### config.mk
export PLATFORM = sky130hd
export DESIGN_NAME = ivt_regif
export DESIGN_NICKNAME = d
export VERILOG_FILES = /design/src/rtl/ivt_pkg.sv /design/src/rtl/ivt_cmd_dec.sv /design/src/rtl/ivt_chan_regs.sv /design/src/rtl/ivt_rd_mux.sv /design/src/rtl/ivt_regif.sv
export SDC_FILE = /design/constraint.sdc
export NUM_CORES = 1
export LEC_CHECK = 0
export ABC_AREA = 1
export CAP_MARGIN = 20
export CORE_MARGIN = 3
export CORE_UTILIZATION = 40
export CTS_BUF_LIST = sky130_fd_sc_hd__clkbuf_8
export CTS_CLUSTER_SIZE = 24
export DETAILED_ROUTE_END_ITERATION = 8
export PLACE_DENSITY = 0.65
export SLEW_MARGIN = 25
export SYNTH_ARGS = -nofsm -noshare
export SYNTH_HDL_FRONTEND = slang
export SYNTH_HIERARCHICAL = 1
export SYNTH_SLANG_ARGS = --single-unit
### constraint.sdc
create_clock -name clk -period 2.6 [get_ports clk]
set_clock_uncertainty 0.2 [all_clocks]
set_input_delay 0.52 -clock clk [delete_from_list [all_inputs] [get_ports clk]]
set_output_delay 0.52 -clock clk [all_outputs]
set_load 0.01 [all_outputs]
### src/rtl/ivt_pkg.sv
package ivt_pkg;

    localparam int BYTE_W  = 8;
    localparam int COUNT_W = 2 * BYTE_W;
    localparam int OP_W    = 3;

    typedef enum logic [1:0] {
        XFER_SNAP = 2'd0,
        XFER_LO   = 2'd1,
        XFER_HI   = 2'd2,
        XFER_WORD = 2'd3
    } xfer_e;

    typedef struct packed {
        xfer_e           xfer;
        logic [OP_W-1:0] op;
        logic            bcd;
    } chan_cfg_t;

    localparam logic [1:0] SEL_READBACK = 2'b11;

    // Codes 6 and 7 behave as 2 and 3
    function automatic logic [OP_W-1:0] fold_op(input logic [OP_W-1:0] op);
        return (op[2:1] == 2'b11) ? {1'b0, op[1:0]} : op;
    endfunction

    function automatic logic [BYTE_W-1:0] pick_byte(input logic [COUNT_W-1:0] v,
                                                   input logic hi);
        return hi ? v[COUNT_W-1:BYTE_W] : v[BYTE_W-1:0];
    endfunction

endpackage

### src/rtl/ivt_cmd_dec.sv
module ivt_cmd_dec
    import ivt_pkg::*;
#(
    parameter int NCH = 3
) (
    input  logic [1:0]     addr,
    input  logic           wr,
    input  logic           rd,
    input  logic [7:1]     cmd,
    output logic [NCH-1:0] cfg_we,
    output logic [NCH-1:0] snap_req,
    output logic [NCH-1:0] stat_req,
    output logic [NCH-1:0] data_we,
    output logic [NCH-1:0] rd_hit
);
    logic is_cmd;
    logic is_rb;

    assign is_cmd = wr && (addr == 2'd3);
    assign is_rb  = (cmd[7:6] == SEL_READBACK);

    always_comb begin
        for (int i = 0; i < NCH; i++) begin
            cfg_we[i]   = is_cmd && !is_rb && (cmd[7:6] == 2'(i)) && (cmd[5:4] != 2'd0);
            snap_req[i] = is_cmd && ((!is_rb && (cmd[7:6] == 2'(i)) && (cmd[5:4] == 2'd0))
                                     || (is_rb && !cmd[5] && cmd[i+1]));
            stat_req[i] = is_cmd && is_rb && !cmd[4] && cmd[i+1];
            data_we[i]  = wr && (addr == 2'(i));
            rd_hit[i]   = rd && !wr && (addr == 2'(i));
        end
    end
endmodule

### src/rtl/ivt_chan_regs.sv
module ivt_chan_regs
    import ivt_pkg::*;
(
    input  logic               clk,
    input  logic               rst,
    input  logic               cfg_we,
    input  logic               snap_req,
    input  logic               stat_req,
    input  logic               data_we,
    input  logic               rd_hit,
    input  logic [BYTE_W-1:0]  wdata,
    input  logic [COUNT_W-1:0] live_cnt,
    input  logic               live_out,
    input  logic               live_null,
    input  logic               pend,
    output logic [BYTE_W-1:0]  rd_byte,
    output logic [OP_W-1:0]    mode,
    output logic               bcd,
    output logic [COUNT_W-1:0] init,
    output logic               load_p,
    output logic               halt_p,
    output logic               setup_p
);
    chan_cfg_t          cfg;
    logic               wptr, rptr;
    logic [COUNT_W-1:0] snap;
    logic [1:0]         snap_left;
    logic [BYTE_W-1:0]  stat;
    logic               stat_v;
    logic [COUNT_W-1:0] snap_src;
    logic [BYTE_W-1:0]  snap_byte;

    assign snap_src = pend ? init : live_cnt;
    assign mode     = fold_op(cfg.op);
    assign bcd      = cfg.bcd;

    always_comb begin
        case (cfg.xfer)
            XFER_LO: snap_byte = pick_byte(snap, 1'b0);
            XFER_HI: snap_byte = pick_byte(snap, 1'b1);
            default: snap_byte = pick_byte(snap, rptr);
        endcase
    end

    always_comb begin
        if (stat_v)                rd_byte = stat;
        else if (snap_left != 2'd0) rd_byte = snap_byte;
        else begin
            case (cfg.xfer)
                XFER_LO:   rd_byte = pick_byte(live_cnt, 1'b0);
                XFER_HI:   rd_byte = pick_byte(live_cnt, 1'b1);
                XFER_WORD: rd_byte = wptr ? ~init[BYTE_W-1:0] : pick_byte(live_cnt, rptr);
                default:   rd_byte = '0;
            endcase
        end
    end

    always_ff @(posedge clk) begin
        if (rst) begin
            cfg       <= '0;
            wptr      <= 1'b0;
            rptr      <= 1'b0;
            snap      <= '0;
            snap_left <= 2'd0;
            stat      <= '0;
            stat_v    <= 1'b0;
            init      <= '0;
            load_p    <= 1'b0;
            halt_p    <= 1'b0;
            setup_p   <= 1'b0;
        end else begin
            load_p  <= 1'b0;
            halt_p  <= 1'b0;
            setup_p <= 1'b0;
            if (cfg_we) begin
                cfg     <= chan_cfg_t'(wdata[5:0]);
                wptr    <= 1'b0;
                rptr    <= 1'b0;
                setup_p <= 1'b1;
            end
            if (snap_req && snap_left == 2'd0 && cfg.xfer != XFER_SNAP) begin
                snap      <= snap_src;
                snap_left <= (cfg.xfer == XFER_WORD) ? 2'd2 : 2'd1;
            end
            if (stat_req && !stat_v) begin
                stat   <= {live_out, live_null, cfg};
                stat_v <= 1'b1;
            end
            if (data_we) begin
                case (cfg.xfer)
                    XFER_LO: begin
                        init   <= {{BYTE_W{1'b0}}, wdata};
                        load_p <= 1'b1;
                    end
                    XFER_HI: begin
                        init   <= {wdata, {BYTE_W{1'b0}}};
                        load_p <= 1'b1;
                    end
                    XFER_WORD: begin
                        if (!wptr) begin
                            init[BYTE_W-1:0] <= wdata;
                            halt_p           <= (cfg.op == 3'd0);
                        end else begin
                            init[COUNT_W-1:BYTE_W] <= wdata;
                            load_p                 <= 1'b1;
                        end
                        wptr <= ~wptr;
                    end
                    default: ;
                endcase
            end
            if (rd_hit) begin
                if (stat_v) begin
                    stat_v <= 1'b0;
                end else if (snap_left != 2'd0) begin
                    snap_left <= snap_left - 2'd1;
                    if (cfg.xfer == XFER_WORD) rptr <= ~rptr;
                end else if (cfg.xfer == XFER_WORD && !wptr) begin
                    rptr <= ~rptr;
                end
            end
        end
    end

    // a held snapshot stays frozen until read
    assert_snap_hold_R8: assert property (@(posedge clk) disable iff (rst)
        (snap_left != 2'd0 && !rd_hit) |=> ($stable(snap) && snap_left == $past(snap_left)));

    // a held status byte survives until read
    assert_stat_hold_R10: assert property (@(posedge clk) disable iff (rst)
        (stat_v && !rd_hit) |=> (stat_v && $stable(stat)));

    // programming clears both byte pointers
    assert_ptr_clear_R12: assert property (@(posedge clk) disable iff (rst)
        cfg_we |=> (!wptr && !rptr));

    // load and halt pulses only follow a data write
    assert_load_src_R5: assert property (@(posedge clk) disable iff (rst)
        (load_p || halt_p) |-> $past(data_we));

    assert_halt_mode0_R5: assert property (@(posedge clk) disable iff (rst)
        halt_p |-> (cfg.op == 3'd0 && !load_p));
endmodule

### src/rtl/ivt_rd_mux.sv
module ivt_rd_mux
    import ivt_pkg::*;
#(
    parameter int NCH = 3
) (
    input  logic [1:0]            addr,
    input  logic [NCH*BYTE_W-1:0] bytes,
    output logic [BYTE_W-1:0]     rdata
);
    always_comb begin
        rdata = '0;
        for (int i = 0; i < NCH; i++)
            if (addr == 2'(i)) rdata = bytes[i*BYTE_W +: BYTE_W];
    end
endmodule

### src/rtl/ivt_regif.sv
module ivt_regif
    import ivt_pkg::*;
#(
    parameter int NCH = 3
) (
    input  logic                   clk,
    input  logic                   rst,
    input  logic [1:0]             bus_addr,
    input  logic                   bus_wr,
    input  logic                   bus_rd,
    input  logic [7:0]             bus_wdata,
    output logic [7:0]             bus_rdata,
    output logic [3*NCH-1:0]       ch_mode,
    output logic [NCH-1:0]         ch_bcd,
    output logic [16*NCH-1:0]      ch_init,
    output logic [NCH-1:0]         ch_load,
    output logic [NCH-1:0]         ch_halt,
    output logic [NCH-1:0]         ch_setup,
    input  logic [16*NCH-1:0]      ch_count,
    input  logic [NCH-1:0]         ch_out,
    input  logic [NCH-1:0]         ch_null,
    input  logic [NCH-1:0]         ch_pend
);
    localparam int RDW = NCH * BYTE_W;

    logic [NCH-1:0] cfg_we, snap_req, stat_req, data_we, rd_hit;
    logic [RDW-1:0] rd_bytes;

    ivt_cmd_dec #(.NCH(NCH)) u_dec (
        .addr     (bus_addr),
        .wr       (bus_wr),
        .rd       (bus_rd),
        .cmd      (bus_wdata[7:1]),
        .cfg_we   (cfg_we),
        .snap_req (snap_req),
        .stat_req (stat_req),
        .data_we  (data_we),
        .rd_hit   (rd_hit)
    );

    for (genvar g = 0; g < NCH; g++) begin : g_chan
        ivt_chan_regs u_chan (
            .clk       (clk),
            .rst       (rst),
            .cfg_we    (cfg_we[g]),
            .snap_req  (snap_req[g]),
            .stat_req  (stat_req[g]),
            .data_we   (data_we[g]),
            .rd_hit    (rd_hit[g]),
            .wdata     (bus_wdata),
            .live_cnt  (ch_count[g*COUNT_W +: COUNT_W]),
            .live_out  (ch_out[g]),
            .live_null (ch_null[g]),
            .pend      (ch_pend[g]),
            .rd_byte   (rd_bytes[g*BYTE_W +: BYTE_W]),
            .mode      (ch_mode[g*OP_W +: OP_W]),
            .bcd       (ch_bcd[g]),
            .init      (ch_init[g*COUNT_W +: COUNT_W]),
            .load_p    (ch_load[g]),
            .halt_p    (ch_halt[g]),
            .setup_p   (ch_setup[g])
        );
    end

    ivt_rd_mux #(.NCH(NCH)) u_mux (
        .addr  (bus_addr),
        .bytes (rd_bytes),
        .rdata (bus_rdata)
    );

    // the command port always reads as zero
    assert_cmd_read_zero_R11: assert property (@(posedge clk) disable iff (rst)
        (bus_rd && !bus_wr && bus_addr == 2'd3) |-> (bus_rdata == 8'h00));

    // at most one channel is programmed per cycle
    assert_one_setup_R2: assert property (@(posedge clk) disable iff (rst)
        $onehot0(ch_setup));
endmodule

# Word-level counts from Yosys, hierarchy flattened
# Index checks and enable logic that the tools add are counted.
totals:
  ff_bits: 162
op_classes:
  bitwise_logic: 15
  mux: 99
  eq_ne: 24
  n_reduce_logical: 92
  n_addsub: 3
ops:
  columns: ["operator", "n"]
  rows:
  - ["8-bit two-way mux", 24]
  - ["16-bit case mux with 3 select lines", 3]
  - ["8-bit case mux with 3 select lines", 3]
  - ["16-bit two-way mux", 3]
  - ["8-bit case mux with 2 select lines", 3]
  - ["1-bit logical AND", 45]
  - ["1-bit two-way mux", 42]
  - ["2-bit two-way mux", 15]
  - ["2-bit equality test, second input constant", 13]
  - ["8-bit NOT", 3]
  - ["3-bit AND reduction", 6]
  - ["2-bit nonzero test", 7]
  - ["2-bit logical NOT", 6]
  - ["1-bit NOT", 12]
  - ["2-bit OR reduction", 6]
  - ["4-bit OR reduction", 3]
  - ["2-bit by 1-bit equality test with 1-bit output, second input constant", 5]
  - ["1-bit logical NOT", 10]
  - ["3-bit logical NOT", 3]
  - ["3-bit two-way mux", 3]
  - ["3-bit nonzero test", 3]
  - ["2-bit by 1-bit inequality test with 1-bit output, second input constant", 3]
  - ["2-bit inequality test, second input constant", 3]
  - ["1-bit case mux with 2 select lines", 3]
  - ["2 further kinds", 6]

# Depth between registers and ports, before layout
# Gate-level depths: netlist of run 1.
depth:
  word_depth: 12
  ltp_mapped: 13

# Hierarchy
# Netlist of run 1, hierarchy kept.
by_module_without_submodules:
  columns: ["module", "n_inst", "area_per_inst_um2", "cells_per_inst"]
  rows:
  - ["ivt_chan_regs (g_chan[0].u_chan)", 1, 3035.4, 458]
  - ["ivt_chan_regs (g_chan[1].u_chan)", 1, 3032.9, 458]
  - ["ivt_chan_regs (g_chan[2].u_chan)", 1, 2999.1, 456]
  - ["ivt_cmd_dec", 1, 221.5, 45]
  - ["ivt_rd_mux", 1, 187.7, 37]

# Worst setup path before layout of run 1
# Ideal clock, no wire load.
synth_timing:
  path_kind: "register to output"
  startpoint: "register g_chan[2].u_chan/cfg[5] in the netlist's numbering"
  endpoint: "output bus_rdata[4]"
  stages_incl_launch_ff: 14
  t_arrival_ns: 1.797
  path_buffers: 3
  required_ns: 1.880
  path_slack_ns: 0.083
  path_cell_list: "dfxtp_1 clkbuf_1 inv_1 ha_1 clkbuf_2 buf_2 nand2_1 nand3_1 nand3_1 nand2_1 a21oi_1 nor2_1 nand3_1 nand3_1"
synth_via:
  elab_chain_cells: 5
synth_lines:
  columns: ["item", "line", "source"]
  rows:
  - ["start, declared", "ivt_chan_regs.sv:24", "chan_cfg_t cfg;"]
  - ["start signal, assigned", "ivt_chan_regs.sv:76", "cfg <= chan_cfg_t'(wdata[5:0]);"]
  - ["2-bit equality test (tied with other cells)", "ivt_chan_regs.sv:49", "case (cfg.xfer)"]
  - ["8-bit case mux with 3 select lines / 8-bit case mux with 2 select lines (equally long branches)", "ivt_chan_regs.sv:49, ivt_chan_regs.sv:38", null]
  - ["8-bit two-way mux *", "ivt_chan_regs.sv:47", "else if (snap_left != 2'd0) rd_byte = snap_byte;"]
  - ["8-bit two-way mux *", "ivt_chan_regs.sv:46", "if (stat_v) rd_byte = stat;"]
  - ["via rd_bytes[20]", "ivt_regif.sv:27", "logic [RDW-1:0] rd_bytes;"]
  - ["8-bit two-way mux *", "ivt_rd_mux.sv:13", "if (addr == 2'(i)) rdata = bytes[i*BYTE_W +: BYTE_W];"]
  - ["end, declared", "ivt_regif.sv:12", "output logic [7:0] bus_rdata,"]
# The timed path passes the listed nets; every way through them passes the cells marked *.

# Worst setup path in the final report of run 1
layout_timing:
  startpoint: "register g_chan[1].u_chan/cfg[5] in the netlist's numbering"
  endpoint: "output bus_rdata[0]"
layout_via:
  elab_chain_cells: 6
layout_lines:
  columns: ["item", "line"]
  rows:
  - ["start, declared", "ivt_chan_regs.sv:24"]
  - ["start signal, assigned", "ivt_chan_regs.sv:76"]
  - ["2-bit equality test (tied with other cells)", "ivt_chan_regs.sv:49"]
  - ["8-bit case mux with 3 select lines / 8-bit case mux with 2 select lines (equally long branches)", "ivt_chan_regs.sv:49, ivt_chan_regs.sv:38"]
  - ["8-bit two-way mux *", "ivt_chan_regs.sv:47"]
  - ["8-bit two-way mux *", "ivt_chan_regs.sv:46"]
  - ["via rd_bytes[8]", "ivt_regif.sv:27"]
  - ["8-bit two-way mux * (2 in series)", "ivt_rd_mux.sv:13"]
# Marked as above.

==> results of run 1 <==
[flip-flops by register name (all words and copies together) (netlist names)]
name	flops
g_chan.u_chan/init	48
g_chan.u_chan/wptr	3
g_chan.u_chan/bcd	3
g_chan.u_chan/halt_p	3
g_chan.u_chan/snap	48
g_chan.u_chan/cfg	15
g_chan.u_chan/setup_p	3
g_chan.u_chan/snap_left	6
g_chan.u_chan/load_p	3
g_chan.u_chan/stat	24
g_chan.u_chan/stat_v	3
g_chan.u_chan/rptr	3
[metrics by stage]
step | total power, mW | instances | hold slack, ns | setup WS (ns) | TNS [ns]
5_1_grt | 5.53 | 2025 | 0.246 | -0.397 | -2.92
3_5_place_dp | 3.13 | 1984 | 0.208 | -0.508 | -6.46
2_1_floorplan | 2.82 | 1454 | 0.197 | 0.0826 | 0
4_1_cts | 5.36 | 2023 | 0.220 | -0.304 | -2.07
6_report | 5.34 | 2025 | 0.215 | -0.305 | -2.16
3_3_place_gp | 3.13 | 1984 | 0.205 | -0.516 | -5.24
[cells by family after synthesis]
family / Yosys count / synth area share (%)
AOI/OAI and AO/OA: 319 / 17.6
and+or+nand+nor: 729 / 33.2
adders and majority gates: 15 / 1.98
buffers and inverters: 202 / 10.2
muxes: 27 / 2.85
DFF: 162 / 34.2
[per-layer routing]
| layer | up-vias | GRT usage [%] |
|---|---|---|
| li1 | 5270 | - |
| met1 | 4950 | 36.3 |
| met2 | 403 | 42.7 |
| met3 | 56 | 5.65 |
| met4 | 0 | 7.89 |
| met5 | - | 0 |
[critical path: stages (launching register included)]
cell and delay, ns:
dfxtp_2 0.36, inv_2 0.06, buf_6 0.12, ha_4 0.18, buf_12 0.16, nand2_2 0.07, nand3_2 0.06, nand3_1 0.08
nand2_1 0.08, a21oi_2 0.15, nor2_2 0.07, nand3_2 0.10, nand3_2 0.10, buf_6 0.13
[layout by cell type (no fill, tap or decap), drive strengths merged]
cell,n
and2,1
clkdlybuf4s50,138
a2111oi,1
clkinv,8
inv,128
nor3,4
nand2,362
ha,15
o211ai,3
clkinvlp,2
mux2i,27
clkbuf,17
buf,162
a22oi,3
nand3,175
dfxtp,162
bufinv,5
nor2,178
a21oi,158
a311oi,3
nand4,3
or2,3
nor4,3
o21ai,151
[final timing paths]
path	from	endpoint	slack (ns)	cells past startpoint
hold / removal	g_chan[1].u_chan/cfg[3]$_SDFFE_PP0P_	g_chan[1].u_chan/halt_p$_SDFF_PP0_	0.22	1
hold reg to reg	g_chan[1].u_chan/cfg[3]$_SDFFE_PP0P_	g_chan[1].u_chan/halt_p$_SDFF_PP0_	0.22	1
setup reg to reg	g_chan[2].u_chan/cfg[4]$_SDFFE_PP0P_	g_chan[2].u_chan/init[7]$_SDFFE_PP0P_	0.64	8
setup / recovery	g_chan[1].u_chan/cfg[5]$_SDFFE_PP0P_	bus_rdata[0]	-0.31	13
[power groups by stage]
stage                     sequential (mW)  combinational (mW)  clock, mW
after floorplan                      2.56               0.258          0
after global placement               2.56               0.570          0
after detailed placement             2.56               0.571          0
after CTS                            2.50               0.598       2.25
after global routing                 2.51               0.669       2.35
final                                2.50               0.620       2.22
[what timing repair did]
action,in CTS,in global routing
endpoints found under the setup margin,8,8
hold buffers,0,0
pin swaps,55,41
gates cloned,4,1
buffers inserted,3,1
resized for setup,148,68
[cell type report]
class                      count  area, µm²
clock buffer                  17        234
clock inverter                15        238
fill                        2240       9700
inverter                     127        495
multi-input combinational   1090       5800
sequential                   162       3250
tap                          313        392
timing repair buffer         300       2870
timing repair inverter         1       7.51
==> impl_metrics.toml, run 1 <==
[pwr]
clock_power_share_pct = 41.5
p_leak_nw = 5.78
intPower_mw = 3.94
p_switching_mw = 1.40
pwr-share-comb_pct = 11.6
seqPwrFrac_pct = 46.9
ir_worst_vdd_v = 0.000318
power_density_nw_per_um2 = 402
swShare_pct = 26.3

[global_routing]
grt-ovfl-total = 0
grt_max_degree = 40
grt_pass1_wl_um = 54800
first_global_vias = 10061
gr-usage-all-layers_pct = 26.7
antenna_found_initial = 0

[routing]
route.detailed.drc = 0
post_drt_wl_per_cell_um = 17.2
drtIter0Drc = 974
drt_pass1_iterations = 6
routed-wl-met2_um = 16000
top_layer_used = "met4"
vias = 10679
dr_wl_met3_um = 2640
ant_nets = 0
viasPerCell = 5.27
wl_met1_um = 15400
wl_um = 34900

[clock_tree]
htree_num_levels = 4
cts-buffers-inserted = 17
clk_latency_ns = 0.47
cts_tree = "done"
root_buffer = "clkbuf_8"
clkTransAtPathRegs_ns = 0.10
cts_buffer_depth = 2
clkSinkCount = 162

[floorplanning]
rows = 55
die_w_um = 160
start_util_pct = 41.2
die_area_um2 = 25600
core-area_um2 = 23000
io_pins = 148
die_y_um = 160

[final_layout]
fin_nets = 1785
drive_gt1_share_pct = 22.8
fin_util_pct = 57.8
syn_to_final_growth_pct = 40.1
finalInstanceArea_um2 = 13300
diodes = 0

[timing]
worst_slew_pin_slew_ns = 0.566
fin_crit_sh_pct = 112
rsz0062_at_grt = "true"
slew_headroom_pct = 62.0
maxSlewViolCount = 0
finalWorstSetupSlack_ns = -0.305
timing.final.hold_violations = 0
setup_viol_count_final = 8
min_period_ns = 2.91
max_freq_mhz = 344

[yosys]
ys_top_cells_by_count = "nand2_1 (353), nand3_1 (171), nor2_1 (163), dfxtp_1 (162), a21oi_1 (153)"
synth-seq-cells = 162
synthesis.area_um2 = 9480
ys_async_sr_fraction_pct = 0
synth_area_leader_cell = "dfxtp_1"
synth_area_leaders = "dfxtp_1 (34%), nand2_1 (14%), nand3_1 (9.0%)"
ys_seq_area_share_pct = 34.2
yosysWarnings = 6
synth_cell_types = 37
synth_most_common_cell = "nand2_1"
synthesis.nets = 1540
syn_area_per_cell_um2 = 6.52
synth_edf_count = 0
synth_top_cell_area_share_pct = 34.2
synthCells = 1454
synthFlopType = "dfxtp_1"

[critical_path]
critical_path_class = "flop to primary output"
cp.required_ns = 1.88
start_kind = "flop"
path_max_fanout = 8
critPathCaptureType = "primary output"
crit_arrival_ns = 2.19

[outcome]
status = "complete, but fails checks"
violations = "negative setup slack"

[place]
place_area_um2 = 12100
dp_hpwl_um = 25700
port-buffer-count = 147
place.gp.congestion = 0.915

[flow_run]
max_cap_viol_count = 0

[worst_hold_path]
min_path_type = "flop to flop"
No activity file was read; power rests on OpenSTA's default activity.
==> run 2: changes to the inputs <==
--- a/config.mk
+++ b/config.mk
@@ -7,7 +7,6 @@
 export LEC_CHECK = 0
 export ABC_AREA = 1
 export CAP_MARGIN = 20
-export CORE_MARGIN = 3
 export CORE_UTILIZATION = 40
 export CTS_BUF_LIST = sky130_fd_sc_hd__clkbuf_8
 export CTS_CLUSTER_SIZE = 24
==> constraint.sdc (replaced) <==
create_clock -name clk -period 2.6 [get_ports clk]
set_clock_uncertainty 0.2 [all_clocks]
set_input_delay 0.26 -clock clk [delete_from_list [all_inputs] [get_ports clk]]
set_output_delay 0.26 -clock clk [all_outputs]
set_load 0.01 [all_outputs]
==> run 2 against run 1 <==
Effect of this change: the run still ends with negative setup slack left; largest cell class unchanged; combinational power shrank 3.7%; wire length shrank 1.6%; critical path depth down 2.
==> impl_metrics.toml, run 2 (synthesis gave the netlist of run 1 again) <==
[outcome]
status = "complete, but fails checks"
violations = "negative setup slack"

[clock_tree]
hold_buffers = 0
cts_buffer_depth = 2
clk_latency_ns = 0.47
cts_tree = "done"
cts-buffers-inserted = 17
clkSinkCount = 162
clkTransAtPathRegs_ns = 0.10
root_buffer = "clkbuf_8"
htree_num_levels = 4

[routing]
drtIter0Drc = 1061
viasPerCell = 5.43
wl_um = 34300
vias = 10791
route.detailed.drc = 0
ant_nets = 0
post_drt_wl_per_cell_um = 17.3
drt_pass1_iterations = 6

[timing]
rsz0062_at_grt = "true"
max_freq_mhz = 370
finalWorstSetupSlack_ns = -0.105
min_period_ns = 2.70
slew_headroom_pct = 59.3
worst_slew_pin_slew_ns = 0.606
maxSlewViolCount = 0
fin_crit_sh_pct = 104
setup_viol_count_final = 8
timing.final.hold_violations = 0

[global_routing]
grt-ovfl-total = 0
gr-usage-all-layers_pct = 28.2
grt_pass1_wl_um = 53300
grt_max_degree = 37
first_global_vias = 9803
antenna_found_initial = 0

[final_layout]
drive_gt1_share_pct = 19.2
fin_nets = 1748
layout_commonest_cell = "nand2_1"
fillCellCount = 2216
largestRegisters = "g_chan.u_chan/init (48), g_chan.u_chan/snap (48), g_chan.u_chan/stat (24)"
finalInstanceArea_um2 = 12800
syn_to_final_growth_pct = 34.6
diodes = 0
layout_common_cells = "nand2_1 (344), nor2_1 (156), dfxtp_1 (156)"

[pwr]
power_density_nw_per_um2 = 395
p_leak_nw = 5.47
report.power.total_mw = 5.04
ir_worst_vdd_v = 0.000238

[floorplanning]
die_w_um = 156
io_pins = 148
die_y_um = 156
core-area_um2 = 22900
start_util_pct = 41.4
die_area_um2 = 24300
rows = 55

[place]
pre_cts_ws_ns = -0.187
dp_hpwl_um = 25300
place.gp.congestion = 0.992
place_area_um2 = 11800
port-buffer-count = 147

[critical_path]
crit_arrival_ns = 2.24
start_kind = "flop"
path_max_fanout = 6
cp.required_ns = 2.14
critical_path_class = "flop to primary output"
critPathCaptureType = "primary output"

[flow_run]
max_cap_viol_count = 0

[worst_hold_path]
min_path_type = "input port to flop"
==> run 2: power by group <==
group,leakage [nW],internal (mW),switching (mW)
clock network,0.206,0.943,0.998
logic,3.95,0.253,0.344
registers,1.31,2.49,0.0115
total,5.47,3.69,1.35
==> run 2: worst max-delay path, stage by stage, from the launching register on <==
cell and delay, ns:
dfxtp_2 0.35, buf_4 0.18, ha_4 0.19, clkinvlp_4 0.16, a21oi_2 0.17, nand2_1 0.09
nand2_1 0.09, a21oi_2 0.07, nor2_2 0.15, nand3_2 0.12, nand3_2 0.11, buf_6 0.11
==> run 2: layout make-up <==
class | instances | area (µm²) | share of cell area, %
well taps | 313 | 392 | 3.07
flip-flops and latches | 162 | 3250 | 25.5
inverters | 127 | 515 | 4.04
clock inverters | 15 | 169 | 1.32
repair buffers | 263 | 2480 | 19.4
multi-input cells | 1090 | 5710 | 44.7
repair inverters | 1 | 7.51 | 0.0589
clock buffers | 17 | 234 | 1.83
==> run 2: layer usage <==
metal / wire (µm) / global-route usage (%) / up-vias
met5: 0 / 0 / -
met4: 1130 / 10.6 / 0
met3: 3120 / 4.42 / 78
met2: 15100 / 44.1 / 546
met1: 15000 / 39.0 / 4963
li1: - / - / 5204
==> run 2: per-stage QoR <==
| step | instances | hold WS [ns] | TNS [ns] | utilization, % |
|---|---|---|---|---|
| after detailed placement | 1952 | 0.215 | -1.12 | 51.4 |
| after global routing | 1988 | 0.0196 | -0.876 | 55.7 |
| after CTS | 1987 | 0.00568 | -0.0771 | 55.0 |
| final | 1988 | 0.0218 | -0.295 | 55.7 |
| after floorplan | 1454 | 0.129 | 0 | - |
| after global placement | 1952 | 0.206 | -0.832 | 51.4 |
==> run 2: worst paths after layout <==
path	slack, ns	depth (start not counted)	from	end
hold reg to reg	0.23	1	g_chan[1].u_chan/cfg[3]$_SDFFE_PP0P_	g_chan[1].u_chan/halt_p$_SDFF_PP0_
setup / recovery	-0.10	11	g_chan[1].u_chan/cfg[5]$_SDFFE_PP0P_	bus_rdata[1]
setup reg to reg	0.65	8	g_chan[1].u_chan/cfg[5]$_SDFFE_PP0P_	g_chan[1].u_chan/init[7]$_SDFFE_PP0P_
hold / removal	0.02	2	rst	g_chan[1].u_chan/init[14]$_SDFFE_PP0P_
==> run 2: repair_timing <==
item	4_1_cts	5_1_grt
buffers inserted	2	0
pin swaps	36	18
setup endpoints to repair	8	8
gates cloned	2	1
gates resized for setup	147	39
